### src/rtl/ss_cal_seq.sv
module ss_cal_seq #(
  parameter int AW       = 16,
  parameter int DW       = 16,
  parameter int SW       = 3,
  parameter int SEL_19M2 = 0,
  parameter int SEL_20M  = 1,
  parameter int SEL_24M  = 2,
  parameter int SEL_50M  = 3,
  parameter int MEAS_LSB = 4
) (
  input  logic          clk,
  input  logic          rst_n,
  input  logic          start,
  input  logic [SW-1:0] ref_sel,
  output logic          busy,
  output logic          wr_req,
  output logic [AW-1:0] wr_addr,
  output logic [DW-1:0] wr_data,
  input  logic          wr_done,
  input  logic          wr_err,
  output logic          seq_done,
  output logic          seq_err
);
  localparam logic [AW-1:0] LOS_ADDR   = AW'(16'h0015);
  localparam logic [AW-1:0] BOOST_ADDR = AW'(16'h0012);
  localparam logic [AW-1:0] RXDET_ADDR = AW'(16'h1010);
  localparam logic [DW-1:0] LOS_WORD   = DW'((5 << 13) | (1 << 10) | 9);
  localparam logic [DW-1:0] BOOST_WORD = DW'(5 << 13);
  localparam logic [1:0]    LAST_STEP  = 2'd2;

  logic          busy_q, done_q, err_q;
  logic [1:0]    step_q;
  logic [SW-1:0] sel_q;
  logic [7:0]    meas;
  logic          last;

  assign last = (step_q == LAST_STEP);

  always_ff @(posedge clk or negedge rst_n) begin
    if (!rst_n) begin
      busy_q <= 1'b0;
      done_q <= 1'b0;
      err_q  <= 1'b0;
      step_q <= 2'd0;
      sel_q  <= '0;
    end else begin
      done_q <= 1'b0;
      if (busy_q) begin
        if (wr_done) begin
          if (wr_err || last) begin
            busy_q <= 1'b0;
            done_q <= 1'b1;
            err_q  <= wr_err;
          end else begin
            step_q <= step_q + 2'd1;
          end
        end
      end else if (start) begin
        busy_q <= 1'b1;
        step_q <= 2'd0;
        sel_q  <= ref_sel;
      end
    end
  end

  always_comb begin
    case (sel_q)
      SW'(SEL_50M):                 meas = 8'h20;
      SW'(SEL_19M2), SW'(SEL_20M):  meas = 8'h04;
      SW'(SEL_24M):                 meas = 8'h08;
      default:                      meas = 8'h08;
    endcase
  end

  always_comb begin
    case (step_q)
      2'd0:    begin wr_addr = LOS_ADDR;   wr_data = LOS_WORD;   end
      2'd1:    begin wr_addr = BOOST_ADDR; wr_data = BOOST_WORD; end
      default: begin wr_addr = RXDET_ADDR; wr_data = DW'(meas) << MEAS_LSB; end
    endcase
  end

  assign busy     = busy_q;
  assign wr_req   = busy_q;
  assign seq_done = done_q;
  assign seq_err  = err_q;
endmodule

### config.mk
export PLATFORM = sky130hd
export DESIGN_NAME = ss_cal_seq
export DESIGN_NICKNAME = d
export VERILOG_FILES = /design/src/rtl/ss_cal_seq.sv
export SDC_FILE = /design/constraint.sdc
export NUM_CORES = 1
export LEC_CHECK = 0
export BUFFER_PORTS_ARGS = -buffer_cell sky130_fd_sc_hd__buf_2
export CAP_MARGIN = 40
export CORE_MARGIN = 4
export CORE_UTILIZATION = 40
export DETAILED_ROUTE_END_ITERATION = 8
export PLACE_DENSITY_LB_ADDON = 0.12
export SLEW_MARGIN = 5
export SYNTH_ARGS = -nofsm -noshare
export SYNTH_HDL_FRONTEND = slang
export SYNTH_SLANG_ARGS = --single-unit
export TNS_END_PERCENT = 30
### constraint.sdc
create_clock -name clk -period 1.55 [get_ports clk]
set_clock_uncertainty 0.05 [all_clocks]
set_input_delay 0.155 -clock clk [delete_from_list [all_inputs] [get_ports clk]]
set_output_delay 0.155 -clock clk [all_outputs]
set_load 0.01 [all_outputs]
======== Word level (Yosys, flattened, before mapping) ========
Cells that the tools add are included.
storage, ports and cells
  register bits after elaboration ......... 8
  input bits .............................. 8
cells by class
  $add $sub $neg .......................... 1
  eq/ne operators ......................... 6
  muxes and demuxes ....................... 14
  bitwise operators ....................... 1
  reduce and logical (&&, ||, !) cells .... 8
operators with widths
  operator               number
  $pmux W16 S2           1
  $pmux W13 S2           1
  $pmux W6 S2            1
  $mux W2                4
  $mux W1                7
  $reduce_and A3 Y1      2
  $ne A2 B2 Y1 const B   2
  $eq A3 B1 Y1 const B   1
  $eq A3 B2 Y1 const B   1
  $logic_not A3 Y1       1
  $add A2 B1 Y2 const B  1
  $eq A2 B1 Y1 const B   1
  $eq A2 B2 Y1 const B   1
  $logic_not A2 Y1       1
  $reduce_and A2 Y1      1
  $reduce_bool A2 Y1     1
  $reduce_or A2 Y1       1
  $logic_or A1 B1 Y1     1
  $not A1 Y1             1

======== Longest topological paths before layout ========
  word-level depth ........................ 5
  depth in mapped cells ................... 5

======== Worst setup path after synthesis ========
OpenSTA, ideal clock, no wires.
  path kind ............................... register to output
  from .................................... register step_q[0]
  to ...................................... output wr_data[9]
  arrival ................................. 1.471 ns
  data required time ...................... 1.345 ns
  setup slack ............................. -0.126 ns
  cell stages (with the launch flop) ...... 6
  buffers on the path ..................... 1
  cell sequence ........................... dfrtp_1 inv_1 ha_1 or2_2 clkbuf_2 nor3_1
between the ends
  cells in the longest elaborated chain, start to end .. 2
ends and longest elaborated chain
  what                                                     line  text
  start: declaration                                       32    logic [1:0] step_q;
  start signal: assignment                                 55    step_q <= step_q + 2'd1;
  $eq A2 B1 Y1 / $logic_not A2 Y1 (equally long branches)  76    case (step_q)
  $pmux W16 S2 *                                           76
  end: declaration                                         18    output logic [DW-1:0] wr_data,
Every way passes the cells marked *; elsewhere a longest branch is shown, timed or not.

======== Worst setup path in the final report ========
  from .................................... register step_q[0]
  to ...................................... output wr_data[6]
The elaborated chain is that of the path after synthesis.

==> impl_metrics.tcl <==
set metrics [dict create \
    cp.arrival_ns 1.38 \
    finalWorstSetupSlack_ns -0.0325 \
    synth-compound-area-share 0.0663 \
    overflow 0 \
    rsz0062_at_grt "yes" \
    grt_max_degree 10 \
    nNetsFinal 104 \
    fin_util 0.500 \
    synth.avg_cell_area_um2 9.44 \
    drv_cap 0 \
    synth-xor-area-share 0.0136 \
    start_kind "flop" \
    core_area_um2 1510 \
    slew_viol_final 0 \
    grt_pass1_vias 342 \
    violations "setup timing" \
    fp-row-count 14 \
    netlist_instances 68 \
    ios 44 \
    period_share 1.02 \
    die_h_um 48.1 \
    finalPower_mw 1.25 \
    p_per_area_nw_per_um2 1660 \
    via_count 440 \
    stdcell_area_um2 753 \
    synthAdderAreaFrac 0.0780 \
    portBuffers 23 \
    required_ns 1.34 \
    status "finished with violations" \
    pre_cts_ws_ns 0.0451 \
    p_leak_nw 0.404 \
    fin_crit_ns 1.58 \
    drive_above_1_share 0.489 \
    placed_cells 99 \
    max_freq_ghz 0.632 \
    yosysSeqAreaShare 0.312 \
    synth_simple_gate_area_frac 0.125 \
    cts_tree "built" \
    ir_drop_uv 644 \
    cts_htree_levels 1 \
    ant_nets 0 \
    hp-class "in2reg" \
    dieWidth_um 48.1 \
    wire_per_inst_um 10.3 \
    cts_buffers 3 \
    fin_cells 106 \
    groute.usage.overall 0.0989 \
    grt_pass1_wl_um 1460 \
    die_area_um2 2310 \
    synth_area_leaders "dfrtp_1, buf_4, ha_1" \
    setup_viol 2 \
    crit_type "reg2out" \
    globalplace.congestion 0.623 \
    wl_um 1090 \
    yosysUniqueCellTypes 21 \
    ys_seq_elements 8 \
    post_dp_cell_area_um2 671 \
    clk_latency_ns 0.26 \
    drtIter0Drc 0 \
    via_per_inst 4.15 \
    cp_max_fo 6 \
    cts_buffer_depth 2 \
    antenna_found_initial 0 \
    clkSinkCount 8 \
    dr.pass1.iters 1 \
    n_antenna_cell 0 \
    synth_top_family_by_area "buffers and inverters" \
    synth_top_area_frac 0.312 \
    yosysWarnings 0 \
    cts-root-buf "clkbuf_4" \
    hpwlAfterDp_um 824 \
    start_util 0.426 \
    drcViolationCount 0 \
    yosysTopAreaCell "dfrtp_1" \
    hold_viol_final 0 \
    yosys-mux-area-fraction 0.0585 \
    clkSlewWorstSetupHoldPaths_ns 0.05 \
    syn_to_final_growth_pct 17.3 \
    syn_area_um2 642 \
    end_kind "output pin" \
]
## cell families after synthesis
group | count (synthesis)
and+or+nand+nor | 14
adders and majority gates | 4
buffers and inverters | 31
xor gates and xnor gates | 1
other | 2
DFF | 8
AOI/OAI and AO/OA | 5
muxes | 3
## registers in the layout (all words and copies together), names as in the netlist
register and cells:
sel_q 3, busy 1, step_q 2, seq_done 1, seq_err 1
## cell usage in the layout (no fill, tap or decap)
| master | synthesis | layout |
|---|---|---|
| a21o_1 | 1 | 1 |
| a21oi_1 | 1 | 1 |
| buf_2 | 0 | 23 |
| buf_4 | 26 | 4 |
| clkbuf_4 | 0 | 3 |
| conb_1 | 2 | 20 |
| dfrtp_1 | 8 | 8 |
| dlygate4sd3_1 | 0 | 1 |
| ha_1 | 4 | 1 |
| ha_2 | 0 | 1 |
| ha_4 | 0 | 2 |
| inv_1 | 4 | 2 |
| inv_2 | 0 | 2 |
| mux2_2 | 2 | 2 |
| mux2_4 | 1 | 1 |
| nand2_1 | 4 | 4 |
| nand3_1 | 1 | 1 |
| nor2_1 | 3 | 3 |
| nor2b_2 | 1 | 1 |
| nor3_1 | 3 | 1 |
| nor3_2 | 0 | 1 |
| nor3_4 | 0 | 1 |
| nor3b_4 | 1 | 1 |
| o211a_4 | 1 | 1 |
| o211ai_1 | 1 | 1 |
| o21ai_0 | 1 | 1 |
| or2_4 | 0 | 1 |
| xnor2_1 | 1 | 1 |
## metrics by stage
step	hold slack [ns]	setup TNS [ns]
3_5_place_dp	-0.0396	0
6_report	0.0527	-0.0550
2_1_floorplan	-0.191	0
5_1_grt	0.0607	-0.266
4_1_cts	0.0514	-0.0779
3_3_place_gp	-0.0405	0
## what timing repair did
item,CTS,global route
pin swaps,3,1
hold buffers,1,0
endpoints found under the setup margin,6,5
hold endpoints to repair,8,0
buffers inserted,3,0
resized for setup,5,2
## synth_stat cells
cell type and instances:
nand3_1 1, clkbuf_2 1, mux2_4 1, nor2_1 3
nor3_1 3, inv_1 4, dfrtp_1 8, a21oi_1 1
buf_4 26, ha_1 4, conb_1 2, a21o_1 1
nor2b_2 1, o211a_4 1, nor3b_4 1, xnor2_1 1
mux2_2 2, nand2_1 4, o21ai_0 1, or2_2 1
o211ai_1 1
## metal layers
metal,part of all wire,vias up,GRT usage
met2,0.45,29,0.142
met4,0.017,0,0.0806
met5,0,-,0
met3,0.14,4,0.0451
met1,0.38,193,0.111
li1,-,214,-
## path summary, 6_finish.rpt
check	from	to	slack [ns]	depth (start not counted)
setup / recovery	step_q[0]	wr_data[6]	-0.03	4
hold / removal	ref_sel[0]	sel_q[0]	0.05	3
setup reg to reg	step_q[0]	seq_err	0.06	5
hold reg to reg	seq_err	seq_err	0.46	1
max in group asynchronous	rst_n	sel_q[0]	1.06	2
min in group asynchronous	rst_n	seq_done	0.22	2
## final cells by class
type | count | area (um2)
fillers | 157 | 753
multi-input cells | 47 | 340
flip-flops and latches | 8 | 200
repair buffers | 28 | 155
clock buffers | 3 | 22.5
well taps | 16 | 20.0
inverters | 4 | 15.0
## worst max-delay path: stages (launching register included)
cell and delay [ns]:
dfrtp_1 0.41, ha_2 0.19, or2_4 0.28, nor3_2 0.10, buf_2 0.15
## where the power goes
group          switching (mW)  internal (mW)  total, mW
Combinational           0.369          0.348      0.718
Sequential             0.0839          0.286      0.370
Clock                  0.0721         0.0887      0.161
Total                   0.525          0.723       1.25
(Power assumes the default switching activity.)
